## src/rtl/act_lim_pkg.sv

```systemverilog
// Package: shared helpers for the rank activate limiter.
// Assumes: counts are non-negative cycle numbers.
package act_lim_pkg;

    // Bits needed to hold a saturating count of up to lim (at least one bit).
    function automatic int cnt_width(input int lim);
        return (lim < 1) ? 1 : $clog2(lim + 1);
    endfunction

    // Bits needed to index a ring of n slots (at least one bit).
    function automatic int ptr_width(input int n);
        return (n < 2) ? 1 : $clog2(n);
    endfunction

endpackage

```

## src/rtl/act_gap_timer.sv

```systemverilog
// Module: tracks the age of the latest activate and opens once GAP_CYC
// cycles have passed since it was fired.
// Assumes: fire is a single-cycle strobe per issued activate.
module act_gap_timer #(
    parameter int GAP_CYC = 8,
    parameter int CNT_W   = act_lim_pkg::cnt_width(GAP_CYC)
) (
    input  logic clk,
    input  logic rst_n,
    input  logic fire,
    output logic open
);
    localparam logic [CNT_W-1:0] LIM = CNT_W'(GAP_CYC);

    logic             seen;
    logic [CNT_W-1:0] age;

    // Restart the age on each fire, then count up and saturate at the limit.
    always_ff @(posedge clk) begin
        if (!rst_n) begin
            seen <= 1'b0;
            age  <= '0;
        end else if (fire) begin
            seen <= 1'b1;
            age  <= CNT_W'(1);
        end else if (seen && (age < LIM)) begin
            age <= age + CNT_W'(1);
        end
    end

    // Open when nothing is on record or the spacing has elapsed.
    always_comb open = !seen || (age >= LIM);

    generate
        if (GAP_CYC >= 2) begin : g_gap_chk

            gap_hold_chk: assert property (@(posedge clk) disable iff (!rst_n)
                fire |=> !open);
        end
    endgenerate

endmodule

```

## src/rtl/act_win_slot.sv

```systemverilog
// Module: one ring slot holding the age of a recorded activate.
// Assumes: load marks a new activate; age saturates at LIM_CYC.
module act_win_slot #(
    parameter int LIM_CYC = 40,
    parameter int CNT_W   = act_lim_pkg::cnt_width(LIM_CYC)
) (
    input  logic             clk,
    input  logic             rst_n,
    input  logic             load,
    output logic             valid,
    output logic [CNT_W-1:0] age
);
    localparam logic [CNT_W-1:0] LIM = CNT_W'(LIM_CYC);

    // Load a fresh age on a new activate, otherwise age a valid entry.
    always_ff @(posedge clk) begin
        if (!rst_n) begin
            valid <= 1'b0;
            age   <= '0;
        end else if (load) begin
            valid <= 1'b1;
            age   <= CNT_W'(1);
        end else if (valid && (age < LIM)) begin
            age <= age + CNT_W'(1);
        end
    end

endmodule

```

## src/rtl/act_win_ring.sv

```systemverilog
// Module: ring of ACT_CAP slot ages. It opens when the ring is not full
// or the oldest slot is at least WIN_CYC cycles old. WIN_CYC = 0 disables it.
// Assumes: ACT_CAP >= 1; fire is a single-cycle strobe.
module act_win_ring #(
    parameter int ACT_CAP = 4,
    parameter int WIN_CYC = 40
) (
    input  logic clk,
    input  logic rst_n,
    input  logic fire,
    output logic open
);
    localparam int CNT_W = act_lim_pkg::cnt_width(WIN_CYC);
    localparam int PTR_W = act_lim_pkg::ptr_width(ACT_CAP);

    generate
        if (WIN_CYC == 0) begin : g_off
            logic unused_in;
            assign unused_in = ^{clk, rst_n, fire};
            assign open = 1'b1;
        end else begin : g_on
            logic [PTR_W-1:0] wptr;
            logic             vld [ACT_CAP];
            logic [CNT_W-1:0] age [ACT_CAP];

            // Advance the write slot on every fire, wrapping at the cap.
            always_ff @(posedge clk) begin
                if (!rst_n) begin
                    wptr <= '0;
                end else if (fire) begin
                    wptr <= (wptr == PTR_W'(ACT_CAP - 1)) ? '0 : wptr + PTR_W'(1);
                end
            end

            for (genvar i = 0; i < ACT_CAP; i++) begin : g_slot
                logic             s_vld;
                logic [CNT_W-1:0] s_age;
                act_win_slot #(.LIM_CYC(WIN_CYC), .CNT_W(CNT_W)) u_slot (
                    .clk   (clk),
                    .rst_n (rst_n),
                    .load  (fire && (wptr == PTR_W'(i))),
                    .valid (s_vld),
                    .age   (s_age)
                );
                assign vld[i] = s_vld;
                assign age[i] = s_age;
            end

            // The write slot also holds the oldest entry once the ring is full.
            always_comb open = !vld[wptr] || (age[wptr] >= CNT_W'(WIN_CYC));


            slot_load_chk: assert property (@(posedge clk) disable iff (!rst_n)
                fire |=> (vld[$past(wptr)] && (age[$past(wptr)] == CNT_W'(1))));
        end
    endgenerate

endmodule

```

## src/rtl/act_window_limiter.sv

```systemverilog
// Module: per-rank activate limiter. Combines the spacing timer and the
// rolling window ring into a permission signal, and flags unpermitted fires.
// Assumes: one instance per rank; parameters are in clock cycles.
module act_window_limiter #(
    parameter int ACT_CAP = 4,
    parameter int WIN_CYC = 40,
    parameter int GAP_CYC = 8
) (
    input  logic clk,
    input  logic rst_n,
    input  logic act_req,
    input  logic act_fire,
    output logic act_ok,
    output logic err_flag
);
    logic gap_open;
    logic win_open;

    act_gap_timer #(.GAP_CYC(GAP_CYC)) u_gap (
        .clk   (clk),
        .rst_n (rst_n),
        .fire  (act_fire),
        .open  (gap_open)
    );

    act_win_ring #(.ACT_CAP(ACT_CAP), .WIN_CYC(WIN_CYC)) u_win (
        .clk   (clk),
        .rst_n (rst_n),
        .fire  (act_fire),
        .open  (win_open)
    );

    // Grant only a present request that both rules allow.
    always_comb act_ok = act_req && gap_open && win_open;

    // Latch any fire that arrives without permission.
    always_ff @(posedge clk) begin
        if (!rst_n) begin
            err_flag <= 1'b0;
        end else if (act_fire && !act_ok) begin
            err_flag <= 1'b1;
        end
    end


    err_sticky_chk: assert property (@(posedge clk) disable iff (!rst_n)
        err_flag |=> err_flag);


    err_set_chk: assert property (@(posedge clk) disable iff (!rst_n)
        (act_fire && !act_ok) |=> err_flag);

endmodule

```

## config.mk

```make
export PLATFORM = sky130hd
export DESIGN_NAME = act_window_limiter
export DESIGN_NICKNAME = d
export VERILOG_FILES = /design/src/rtl/act_lim_pkg.sv /design/src/rtl/act_gap_timer.sv /design/src/rtl/act_win_slot.sv /design/src/rtl/act_win_ring.sv /design/src/rtl/act_window_limiter.sv
export SDC_FILE = /design/constraint.sdc
export NUM_CORES = 1
export LEC_CHECK = 0
export BUFFER_PORTS_ARGS = -buffer_cell sky130_fd_sc_hd__buf_2
export CAP_MARGIN = 5
export CORE_AREA = 5 5 65 67
export CTS_CLUSTER_DIAMETER = 120
export DETAILED_ROUTE_END_ITERATION = 6
export DIE_AREA = 0 0 70 72
export MAX_ROUTING_LAYER = met4
export PLACE_DENSITY = 0.65
export SLEW_MARGIN = 30
export SYNTH_ARGS = -nofsm -noshare
export SYNTH_HDL_FRONTEND = slang
export SYNTH_SLANG_ARGS = --single-unit
```

## constraint.sdc

```tcl
create_clock -name clk -period 1.8 [get_ports clk]
set_input_delay 0.18 -clock clk [delete_from_list [all_inputs] [get_ports clk]]
set_output_delay 0.18 -clock clk [all_outputs]
set_load 0.01 [all_outputs]
```

==> impl_metrics.sql, run 1 <==
INSERT INTO impl_metrics (metric_group, metric, value, unit) VALUES
('clock_network', 'cts_tree', 'yes', ''),
('timing', 'tightestPinTransition', '0.469', 'ns'),
('worst_setup_path', 'critical_path.reg2reg.startpoint', 'u_win.g_on.wptr[0]', ''),
('power_and_ir_drop', 'cellLeakagePower', '0.676', 'nW'),
('drt', 'ant_nets', '0', ''),
('die', 'io_pins', '6', ''),
('synth', 'synth_seq_cells', '36', ''),
('drt', 'iteration_0_drc_count_of_the_detailed_router', '104', ''),
('power_and_ir_drop', 'irDropWorstVdd', '0.384', 'mV'),
('final_layout', 'area_growth_syn_to_layout', '8.22', '%'),
('placement', 'place_congestion', '0.816', ''),
('clock_network', 'ctsRootBufferMaster', 'clkbuf_4', ''),
('power_and_ir_drop', 'power_density', '776', 'mW/mm²'),
('worst_hold_path', 'worstHoldPathCells', '3', ''),
('worst_hold_path', 'hp-start', 'act_req', ''),
('timing', 'timing_max_transition_violations_final', '0', ''),
('synth', 'post_synth_num_cell_types', '37', ''),
('synth', 'synth_area', '0.00174', 'mm²'),
('worst_setup_path', 'critical_path_peak_fanout', '5', ''),
('power_and_ir_drop', 'report.power.total', '0.00146', 'W'),
('timing', 'finalHoldWorstSlack', '0.166', 'ns'),
('power_and_ir_drop', 'netSwitchingFraction', '24.2', '%'),
('final_layout', 'num-fill-cells', '355', ''),
('power_and_ir_drop', 'sequential_share_of_power', '58.9', '%'),
('final_layout', 'antenna-diode-count', '0', ''),
('run', 'drv.max_cap_violation_count', '0', ''),
('power_and_ir_drop', 'p_int', '0.00110', 'W'),
('clock_network', 'cts.sinks', '36', ''),
('clock_network', 'cts.repair_timing.setup_buffer_count', '0', ''),
('drt', 'drt-total-wl', '3.18', 'mm'),
('die', 'placeableCoreArea', '0.00358', 'mm²'),
('drt', 'drt_pass1_iterations', '4', ''),
('timing', 'rsz0062_at_grt', 'no', ''),
('power_and_ir_drop', 'p_switching', '0.000353', 'W'),
('global_route', 'globalRouteTotalUtil', '15.2', '%'),
('synth', 'synth_sequential_area_ratio', '41.5', '%'),
('synth', 'synthesis.yosys.warnings', '0', ''),
('placement', 'post-dp-hpwl', '2.34', 'mm'),
('clock_network', 'clock_insertion_delay_worst_skew', '0.33', 'ns'),
('die', 'starting_density_of_the_core', '48.5', '%'),
('worst_hold_path', 'hold_end', 'err_flag', ''),
('drt', 'wire_per_inst', '12.7', 'µm'),
('worst_setup_path', 'worstReg2RegEnd', 'u_win.g_on.g_slot[0].u_slot.age[4]', ''),
('global_route', 'initial_antenna_violation_count', '0', ''),
('drt', 'detailroute.via_count', '1429', ''),
('drt', 'post-route-drc-count', '0', ''),
('final_layout', 'layout.nets', '217', ''),
('global_route', 'first_pass_grt_wire_length', '6.13', 'mm'),
('die', 'die_height', '72', 'µm'),
('drt', 'via_per_inst', '5.69', ''),
('die', 'dieWidth', '70', 'µm'),
('power_and_ir_drop', 'power.combinational.fraction', '9.3', '%'),
('timing', 'relSlewSlack', '68.7', '%'),
('synth', 'postSynthAreaPerCell', '8.95', 'µm²'),
('timing', 'setup_viol', '0', ''),
('worst_setup_path', 'cp_startpoint_kind', 'flip-flop', ''),
('clock_network', 'path_clk_slew', '0.10', 'ns'),
('clock_network', 'cts_hold_repair.buffers', '0', ''),
('synth', 'synth_fp_nets', '208', ''),
('worst_hold_path', 'hold_path.class', 'in -> reg', ''),
('global_route', 'grt_overflow_total', '0', ''),
('timing', 'final_min_period_over_clock_period', '93.8', '%'),
('final_layout', 'final_layout_size_suffix_gt1_share', '12.3', '%'),
('clock_network', 'tritoncts.num_buffers', '5', ''),
('outcome', 'outcome', 'complete, no violations', ''),
('global_route', 'grt_start_max_net_pins', '15', ''),
('die', 'die_area', '0.00504', 'mm²'),
('clock_network', 'h-tree-depth', '2', ''),
('timing', 'max_freq', '0.592', 'GHz'),
('worst_setup_path', 'minimum_setup_slack_among_reg_to_reg_paths', '0.35', 'ns'),
('timing', 'fin_tns_setup', '0', 'ns');
## synthesized netlist by cell type
library cell	instances	area share, %
nand2_1	13	2.8
and3b_1	1	0.50
a31oi_1	5	1.8
and3_1	4	1.4
o31ai_1	6	2.6
or3_1	4	1.4
a21bo_2	3	1.7
a41oi_1	4	2.0
o21ai_0	11	3.2
nor2_1	13	2.8
a21boi_1	1	0.43
or4_1	6	2.6
nor4_2	1	0.72
xnor2_1	2	1.0
xor2_1	1	0.50
buf_1	1	0.22
a21oi_1	14	4.0
and4_1	1	0.50
dfxtp_1	36	42
mux2i_1	7	4.0
o21a_4	1	0.86
ha_1	10	7.2
buf_2	1	0.29
nor4_1	4	1.4
nand3_1	10	2.9
a32o_1	1	0.58
o41a_1	1	0.65
inv_1	12	2.6
nor3_1	1	0.29
clkbuf_1	1	0.22
a22o_1	1	0.50
nand3b_1	3	1.3
or2_2	3	1.1
o21a_1	5	2.2
o22ai_1	1	0.36
nand2b_1	4	1.4
inv_2	1	0.22
## placed cells by master, fill, tap and decap left out, drive strengths merged, types with 7 or more instances in the layout
cell	netlist	layout
dfxtp	36	36
a21oi	14	14
nor2	13	13
nand2	13	13
inv	13	13
o21ai	11	11
nand3	10	10
ha	10	10
mux2i	7	7
clkbuf	1	7
## per-layer routing
| layer | global-route usage, % | vias up | part of all wire, % |
|---|---|---|---|
| li1 | - | 730 | - |
| met1 | 17.7 | 669 | 48 |
| met2 | 24.1 | 23 | 47 |
| met3 | 3.74 | 7 | 3.6 |
| met4 | 8.72 | 0 | 2.0 |
| met5 | - | - | 0 |
## critical path: stages (launching register included)
cell and delay (ns):
dfxtp_1 0.41, o21ai_0 0.13, a32o_1 0.29, nor3_1 0.18
buf_2 0.16
## through the flow
| stage | instances | instance area (µm²) | setup WS (ns) |
|---|---|---|---|
| final | 251 | 1880 | 0.111 |
| after global routing | 251 | 1880 | 0.0214 |
| after CTS | 251 | 1870 | 0.0378 |
| after detailed placement | 244 | 1810 | 0.252 |
| after global placement | 244 | 1810 | 0.358 |
| after floorplan | 194 | 1740 | 0.426 |
## registers in the layout, indices dropped and copies added (netlist names)
signal / cells
err_flag: 1
u_gap.age: 4
u_gap.seen: 1
u_win.g_on.g_slot.u_slot.age: 24
u_win.g_on.g_slot.u_slot.valid: 4
u_win.g_on.wptr: 2
## cell type report
class / count / area [µm²] / share of cell area [%]
Clock buffer: 7 / 65.1 / 3.46
Tap cell: 48 / 60.1 / 3.20
Timing Repair Buffer: 5 / 25.0 / 1.33
Sequential cell: 36 / 726 / 38.6
Inverter: 13 / 48.8 / 2.60
Multi-Input combinational cell: 142 / 953 / 50.8
## timing repair
| item | in CTS | in global routing |
|---|---|---|
| gates resized for setup | 0 | 4 |
| endpoints found under the hold margin | 0 | 0 |
| setup endpoints to repair | 0 | 1 |
## worst max path at each step
stage | start | endpoint | slack [ns] | cells past startpoint
4_1_cts | u_win.g_on.wptr[1] | act_ok | 0.04 | 4
5_1_grt | u_win.g_on.g_slot[3].u_slot.age[3] | act_ok | 0.02 | 4
3_3_place_gp | u_win.g_on.wptr[0] | u_win.g_on.g_slot[2].u_slot.age[4] | 0.36 | 5
3_5_place_dp | u_win.g_on.wptr[0] | u_win.g_on.g_slot[0].u_slot.age[4] | 0.25 | 5
2_1_floorplan | u_win.g_on.wptr[0] | u_win.g_on.g_slot[0].u_slot.age[4] | 0.43 | 5
6_report | u_win.g_on.g_slot[0].u_slot.age[4] | act_ok | 0.11 | 4
## power groups by stage
stage / clock (W) / combinational (W) / sequential (W)
finish: 0.000464 / 0.000136 / 0.000858
global route: 0.000525 / 0.000163 / 0.000864
CTS: 0.000486 / 0.000137 / 0.000857
detailed placement: 0 / 0.000137 / 0.000876
global placement: 0 / 0.000133 / 0.000873
floorplan: 0 / 0.000107 / 0.000868
## logic make-up after synthesis
group | after synthesis | synth area share [%]
AOI/OAI and AO/OA | 54 | 20.9
buffers and inverters | 16 | 3.53
xor gates and xnor gates | 3 | 1.51
adders and majority gates | 10 | 7.21
and+or+nand+nor | 68 | 21.3
muxes | 7 | 4.04
DFF | 36 | 41.5
Note: power is estimated with default switching activity, not from simulation.
==> inputs of run 2 (changes only) <==
CELL_PAD_IN_SITES_DETAIL_PLACEMENT = 0   (was unset)
CELL_PAD_IN_SITES_GLOBAL_PLACEMENT = 1   (was unset)
CORE_AREA = 5 5 68 70   (was 5 5 65 67)
DIE_AREA = 0 0 73 75   (was 0 0 70 72)
PLACE_DENSITY = unset   (was 0.65)
PLACE_DENSITY_LB_ADDON = 0.1   (was unset)
==> run 2 against run 1 <==
Count of clock-buffer cells in the layout unchanged; non-clock buffer count unchanged; fmax up 3.0%; global-route usage down 0.57 points; critical path depth unchanged; clock skew up 0.0022 ns; wire length up 8.3%; clock power up 30%; sequential share of layout area down 0.68 points; worst hold slack better by 0.058 ns; critical endpoint unchanged; largest power group unchanged.
==> impl_metrics.sql, run 2 (same netlist as run 1, synthesis figures left out) <==
INSERT INTO impl_metrics (metric_group, metric, value, unit) VALUES
('clock_network', 'tritoncts.num_buffers', '5', ''),
('clock_network', 'clock_path_buffers', '2', ''),
('power_and_ir_drop', 'irDropWorstVdd', '0.408', 'mV'),
('die', 'dieWidth', '73', 'µm'),
('outcome', 'outcome', 'complete, no violations', ''),
('worst_setup_path', 'timing.reg2reg.worst_path_depth', '5', ''),
('global_route', 'grt_overflow_total', '0', ''),
('clock_network', 'clock_insertion_delay_worst_skew', '0.28', 'ns'),
('drt', 'detailroute.via_count', '1420', ''),
('drt', 'drt_pass1_iterations', '4', ''),
('global_route', 'initial_antenna_violation_count', '0', ''),
('clock_network', 'path_clk_slew', '0.07', 'ns'),
('drt', 'via_per_inst', '5.61', ''),
('die', 'io_pins', '6', ''),
('worst_hold_path', 'worstHoldPathCells', '3', ''),
('final_layout', 'layout.nets', '217', ''),
('power_and_ir_drop', 'cellLeakagePower', '0.689', 'nW'),
('placement', 'place_congestion', '0.815', ''),
('final_layout', 'area.sequential', '726', 'µm²'),
('drt', 'post-route-drc-count', '0', ''),
('clock_network', 'cts.repair_timing.setup_buffer_count', '0', ''),
('global_route', 'grt_pass1_vias', '1361', ''),
('final_layout', 'antenna-diode-count', '0', ''),
('timing', 'min_period', '1.64', 'ns'),
('global_route', 'grt_start_max_net_pins', '15', ''),
('timing', 'fin_tns_setup', '0', 'ns'),
('die', 'core.rowCount', '23', ''),
('clock_network', 'ctsRootBufferMaster', 'clkbuf_8', ''),
('drt', 'wire_per_inst', '13.6', 'µm'),
('worst_setup_path', 'critical_path_peak_fanout', '8', ''),
('worst_setup_path', 'cp_data_arrival_time', '1.46', 'ns'),
('timing', 'max_freq', '0.609', 'GHz'),
('final_layout', 'final_core_util', '48.8', '%'),
('worst_setup_path', 'cp_startpoint_kind', 'flip-flop', ''),
('clock_network', 'cts_tree', 'yes', ''),
('final_layout', 'layout_commonest_cell', 'dfxtp_1', ''),
('drt', 'drt-total-wl', '3.44', 'mm'),
('timing', 'tightestPinTransition', '0.500', 'ns'),
('timing', 'final_min_period_over_clock_period', '91.2', '%'),
('final_layout', 'area_growth_syn_to_layout', '10.2', '%'),
('timing', 'hold_viol_final', '0', ''),
('timing', 'timing_max_transition_violations_final', '0', ''),
('die', 'die_area', '0.00548', 'mm²'),
('worst_setup_path', 'timing.critical_path.required', '1.62', 'ns'),
('worst_setup_path', 'timing.setup.critical_path_class', 'reg -> out', ''),
('global_route', 'first_pass_grt_wire_length', '6.00', 'mm'),
('die', 'die_height', '75', 'µm'),
('placement', 'post-dp-hpwl', '2.47', 'mm'),
('final_layout', 'largest_registers', 'u_win.g_on.g_slot.u_slot.age: 24 flops, u_gap.age: 4 flops, u_win.g_on.g_slot.u_slot.valid: 4 flops', ''),
('drt', 'iteration_0_drc_count_of_the_detailed_router', '59', ''),
('timing', 'setup_viol', '0', ''),
('timing', 'fin_skew', '0.00469', 'ns'),
('clock_network', 'h-tree-depth', '2', ''),
('final_layout', 'multi_input_comb_area', '953', 'µm²'),
('final_layout', 'layout.cells.most_common_list', 'dfxtp_1, a21oi_1, nor2_1, nand2_1, inv_1', ''),
('final_layout', 'final_layout_size_suffix_gt1_share', '12.3', '%'),
('global_route', 'globalRouteTotalUtil', '14.7', '%'),
('final_layout', 'num-fill-cells', '387', ''),
('run', 'drv.max_cap_violation_count', '0', ''),
('worst_setup_path', 'capturing_element_type_of_the_critical_path', 'primary output', ''),
('placement', 'port_buffers', '5', ''),
('die', 'placeableCoreArea', '0.00391', 'mm²'),
('clock_network', 'cts.sinks', '36', ''),
('worst_hold_path', 'hold_path.class', 'in -> reg', ''),
('timing', 'rsz0062_at_grt', 'no', ''),
('drt', 'ant_nets', '0', ''),
('timing', 'relSlewSlack', '66.6', '%'),
('final_layout', 'top_register', 'u_win.g_on.g_slot.u_slot.age', ''),
('die', 'starting_density_of_the_core', '44.3', '%'),
('power_and_ir_drop', 'power_density', '838', 'mW/mm²'),
('final_layout', 'largest_reg_flops', '24', '');
## run 2: changes by cell type in the layout (fill, tap and decap cells not counted)
cell / change
clkbuf_8: +5
o21ai_0: -1
clkbuf_4: -5
o21ai_1: +1
## run 2: through the flow
stage	worst slack, ns	hold slack (ns)	area, µm²	cells	power, W
2_1_floorplan	0.426	0.386	1740	194	0.000974
3_3_place_gp	0.354	0.460	1810	246	0.00101
3_5_place_dp	0.287	0.488	1810	246	0.00101
5_1_grt	0.000604	0.234	1910	253	0.00170
4_1_cts	0.0879	0.211	1910	253	0.00163
6_report	0.159	0.224	1910	253	0.00160
## run 2: path summary, 6_finish.rpt
path / start / endpoint / slack (ns)
max: u_win.g_on.wptr[1] / act_ok / 0.16
min: act_req / err_flag / 0.22
max reg2reg: u_win.g_on.wptr[0] / u_win.g_on.g_slot[2].u_slot.age[4] / 0.38
min reg2reg: u_win.g_on.g_slot[3].u_slot.age[1] / u_win.g_on.g_slot[3].u_slot.age[1] / 0.50
## run 2: cell type report
class	instances	area share, %
Clock buffer	7	5.04
Inverter	13	2.55
Multi-Input combinational cell	142	49.9
Sequential cell	36	38.0
Tap cell	50	3.27
Timing Repair Buffer	5	1.31
## run 2: metal layers
metal | global-route usage [%] | part of all wire (%) | up-vias
met1 | 17.9 | 48 | 660
met5 | - | 0 | -
met2 | 22.4 | 47 | 28
met4 | 6.97 | 1.6 | 0
li1 | - | - | 728
met3 | 4.01 | 3.1 | 4
## run 2: repair_timing
| item | CTS | global route |
|---|---|---|
| endpoints found under the hold margin | 0 | 0 |
| setup endpoints to repair | 0 | 1 |
| gates resized for setup | 0 | 5 |
| hold buffers | 0 | 0 |
## run 2: power by group
part	switching, W	internal [W]
combinational	0.0000796	0.0000582
clock	0.000263	0.000341
sequential	0.0000343	0.000825
total	0.000377	0.00122
## run 2: worst max-delay path: stages (launching register included)
cell and delay, ns:
dfxtp_2 0.40, and3b_1 0.19, a32o_1 0.23, nor3_1 0.21, buf_2 0.16
==> inputs of run 3 (changes only) <==
ABC_AREA = 1   (was unset)
CORE_AREA = 5 5 67 69   (was 5 5 68 70)
DIE_AREA = 0 0 72 74   (was 0 0 73 75)
==> run 3 against run 2 <==
Area after synthesis decreased by 7.4%; fmax up 2.7%; cell count increased by 9.5%; highest routed layer unchanged; largest cell class unchanged; power shrank 4.8%; clock power is 14% lower; combinational power is 7% higher.
==> impl_metrics.sql, run 3 <==
INSERT INTO impl_metrics (metric_group, metric, value, unit) VALUES
('outcome', 'outcome', 'complete, no violations', ''),
('worst_hold_path', 'worstHoldPathCells', '3', ''),
('clock_network', 'cts_hold_repair.buffers', '0', ''),
('die', 'io_pins', '6', ''),
('placement', 'port_buffers', '5', ''),
('timing', 'max_freq', '0.626', 'GHz'),
('placement', 'pre_cts_ws', '0.438', 'ns'),
('synth', 'yosys.cell_count.top_type', 'nor2_1', ''),
('timing', 'setup_viol', '0', ''),
('final_layout', 'area_growth_syn_to_layout', '9.74', '%'),
('final_layout', 'largest_registers', 'u_win.g_on.g_slot.u_slot.age: 24 flops, u_gap.age: 4 flops, u_win.g_on.g_slot.u_slot.valid: 4 flops', ''),
('synth', 'post_synth_main_area_contributors', 'dfxtp_1, nor2_1, ha_1', ''),
('clock_network', 'post_cts_resize_count', '0', ''),
('worst_setup_path', 'crit_path_cell_trace', 'o21ai_0, nand2_1, nand2_1, nand3_1, nand3_1, inv_1, buf_2', ''),
('die', 'placeableCoreArea', '0.00386', 'mm²'),
('global_route', 'busiest_layer', 'met2', ''),
('timing', 'rsz0062_at_grt', 'no', ''),
('power_and_ir_drop', 'cellLeakagePower', '0.769', 'nW'),
('clock_network', 'cts.repair_timing.setup_buffer_count', '0', ''),
('final_layout', 'layout.nets', '241', ''),
('clock_network', 'tritoncts.num_buffers', '5', ''),
('drt', 'wire_per_inst', '10.1', 'µm'),
('synth', 'yosys_most_used_dff', 'dfxtp_1', ''),
('placement', 'place_congestion', '0.719', ''),
('worst_hold_path', 'hold_end', 'u_win.g_on.wptr[1]', ''),
('global_route', 'grt_pass1_vias', '1171', ''),
('worst_setup_path', 'critical_path.slowest_cell', 'dfxtp_1', ''),
('worst_setup_path', 'critical_path.reg2reg.startpoint', 'u_win.g_on.wptr[0]', ''),
('drt', 'via_per_inst', '4.66', ''),
('final_layout', 'num-fill-cells', '415', ''),
('worst_setup_path', 'timing.reg2reg.worst_path_depth', '7', ''),
('power_and_ir_drop', 'report.power.total', '0.00152', 'W'),
('worst_setup_path', 'minimum_setup_slack_among_reg_to_reg_paths', '0.43', 'ns'),
('final_layout', 'layout_commonest_cell', 'nor2_1', ''),
('worst_setup_path', 'timing.critical_path.required', '1.62', 'ns'),
('die', 'die_area', '0.00533', 'mm²'),
('clock_network', 'clock_insertion_delay_worst_skew', '0.28', 'ns'),
('synth', 'ys_top_cells_by_count', 'nor2_1, dfxtp_1, nand2_1', ''),
('worst_setup_path', 'timing.setup.critical_path_class', 'reg -> out', ''),
('global_route', 'initial_antenna_violation_count', '0', ''),
('die', 'die_height', '74', 'µm'),
('clock_network', 'path_clk_slew', '0.07', 'ns'),
('run', 'drv.max_cap_violation_count', '0', ''),
('synth', 'synth_area', '0.00161', 'mm²'),
('timing', 'tightestPinTransition', '0.458', 'ns'),
('timing', 'timing_max_transition_violations_final', '0', ''),
('global_route', 'grt_overflow_total', '0', ''),
('placement', 'numPlacedInstances', '270', ''),
('synth', 'synthesis.yosys.warnings', '0', ''),
('worst_hold_path', 'hold_path.class', 'in -> reg', ''),
('synth', 'synthDominantAreaCellType', 'dfxtp_1', ''),
('final_layout', 'final_layout_size_suffix_gt1_share', '8.37', '%'),
('global_route', 'gr-usage-met2', '19.7', '%'),
('final_layout', 'layoutNonFillerInstCount', '277', ''),
('timing', 'min_period', '1.60', 'ns'),
('timing', 'relSlewSlack', '69.5', '%'),
('global_route', 'first_pass_grt_wire_length', '4.77', 'mm'),
('placement', 'post_dp_cell_area', '0.00169', 'mm²'),
('drt', 'drt_pass1_iterations', '4', ''),
('timing', 'fin_tns_setup', '0', 'ns'),
('die', 'starting_density_of_the_core', '41.7', '%'),
('timing', 'fin_skew', '0.00564', 'ns'),
('placement', 'post-dp-hpwl', '2.12', 'mm'),
('synth', 'syn-instance-count', '217', ''),
('drt', 'detailroute.via_count', '1291', ''),
('clock_network', 'ctsRootBufferMaster', 'clkbuf_8', ''),
('final_layout', 'layout.cell_area.non_filler', '0.00176', 'mm²'),
('synth', 'post_synth_num_cell_types', '23', ''),
('die', 'dieWidth', '72', 'µm'),
('worst_hold_path', 'hp-start', 'rst_n', ''),
('die', 'core.rowCount', '23', ''),
('timing', 'final_min_period_over_clock_period', '88.7', '%'),
('final_layout', 'largest_reg_flops', '24', ''),
('clock_network', 'cts_tree', 'yes', ''),
('global_route', 'grt_start_max_net_pins', '16', ''),
('drt', 'iteration_0_drc_count_of_the_detailed_router', '51', ''),
('worst_setup_path', 'capturing_element_type_of_the_critical_path', 'primary output', ''),
('global_route', 'routing_usage_on_met3', '4.59', '%'),
('global_route', 'global_route.usage.met1', '13.3', '%'),
('worst_setup_path', 'slowest_delay', '0.32', 'ns'),
('synth', 'postSynthAreaPerCell', '7.40', 'µm²'),
('synth', 'synth_sequential_area_ratio', '44.9', '%'),
('timing', 'hold_viol_final', '0', ''),
('drt', 'drt-total-wl', '2.80', 'mm'),
('worst_setup_path', 'cp_startpoint_kind', 'flip-flop', ''),
('drt', 'ant_nets', '0', ''),
('timing', 'layout_setup_ws', '0.203', 'ns'),
('clock_network', 'h-tree-depth', '2', ''),
('final_layout', 'antenna-diode-count', '0', ''),
('synth', 'synth_enable_flop_cells', '0', ''),
('final_layout', 'layout.cells.most_common_list', 'nor2_1, dfxtp_1, nand2_1', ''),
('synth', 'synth_fp_nets', '231', ''),
('clock_network', 'cts.sinks', '36', ''),
('synth', 'synth_seq_cells', '36', ''),
('global_route', 'globalRouteTotalUtil', '12.1', '%'),
('worst_setup_path', 'worstReg2RegEnd', 'u_win.g_on.g_slot[0].u_slot.age[3]', ''),
('worst_setup_path', 'cp_data_arrival_time', '1.42', 'ns'),
('drt', 'post-route-drc-count', '0', ''),
('clock_network', 'clock_path_buffers', '2', ''),
('power_and_ir_drop', 'irDropWorstVdd', '0.460', 'mV'),
('worst_setup_path', 'critical_path_peak_fanout', '6', ''),
('synth', 'postSynth.asyncResetShare', '0', '%'),
('power_and_ir_drop', 'power_density', '865', 'mW/mm²'),
('final_layout', 'top_register', 'u_win.g_on.g_slot.u_slot.age', ''),
('synth', 'synth_top_cell_area_share', '44.9', '%');
## run 3: layout make-up
class,instances,area (µm²),area share (%)
Inverter,34,128,7.24
Clock buffer,6,72.6,4.12
Timing Repair Buffer,5,25.0,1.42
Sequential cell,36,721,40.9
Clock inverter,1,5.00,0.284
Multi-Input combinational cell,145,749,42.5
Tap cell,50,62.6,3.55
## run 3: cells by family (layout without fill, tap and decap cells)
kind of cell | count (synthesis) | count (layout) | share of synthesized area [%]
and+or+nand+nor | 93 | 93 | 24.6
AOI/OAI and AO/OA | 40 | 40 | 13.2
DFF | 36 | 36 | 44.9
buffers and inverters | 36 | 46 | 8.49
adders and majority gates | 10 | 10 | 7.79
xor gates and xnor gates | 2 | 2 | 1.09
## run 3: through the flow
stage	utilization, %	hold WS, ns
3_5_place_dp	43.7	0.441
2_1_floorplan	-	0.318
4_1_cts	45.7	0.156
5_1_grt	45.7	0.195
3_3_place_gp	43.7	0.437
6_report	45.7	0.170
## run 3: critical path, delay by kind of cell, from the launching register on
kind	cells	cell delay, ns
flip-flops	1	0.32
AND/OR/NAND/NOR	4	0.46
buffers and inverters	2	0.17
AO/OA/AOI/OAI	1	0.17
## run 3: worst max path at each step
stage | start | depth (start not counted) | to | slack [ns]
final | u_win.g_on.g_slot[2].u_slot.age[3] | 7 | act_ok | 0.20
after floorplan | u_win.g_on.wptr[0] | 7 | u_win.g_on.g_slot[0].u_slot.age[3] | 0.59
after detailed placement | u_win.g_on.wptr[0] | 7 | u_win.g_on.g_slot[2].u_slot.age[1] | 0.44
after global placement | u_win.g_on.wptr[0] | 7 | u_win.g_on.g_slot[0].u_slot.age[3] | 0.47
after CTS | u_win.g_on.g_slot[2].u_slot.age[3] | 7 | act_ok | 0.18
after global routing | u_win.g_on.g_slot[3].u_slot.age[3] | 7 | act_ok | 0.03
## run 3: power breakdown
group	leakage, nW	switching [W]	internal, W	total [W]
Combinational	0.435	0.0000938	0.0000539	0.000148
Sequential	0.293	0.0000276	0.000828	0.000855
Clock	0.0410	0.000259	0.000263	0.000521
Total	0.769	0.000380	0.00114	0.00152
## run 3: layer usage
layer	wire, µm	up-vias	share of wire [%]
met5	0	-	0
met4	46	0	1.6
met3	86	4	3.1
met2	1340	8	48
met1	1330	571	48
li1	-	708	-
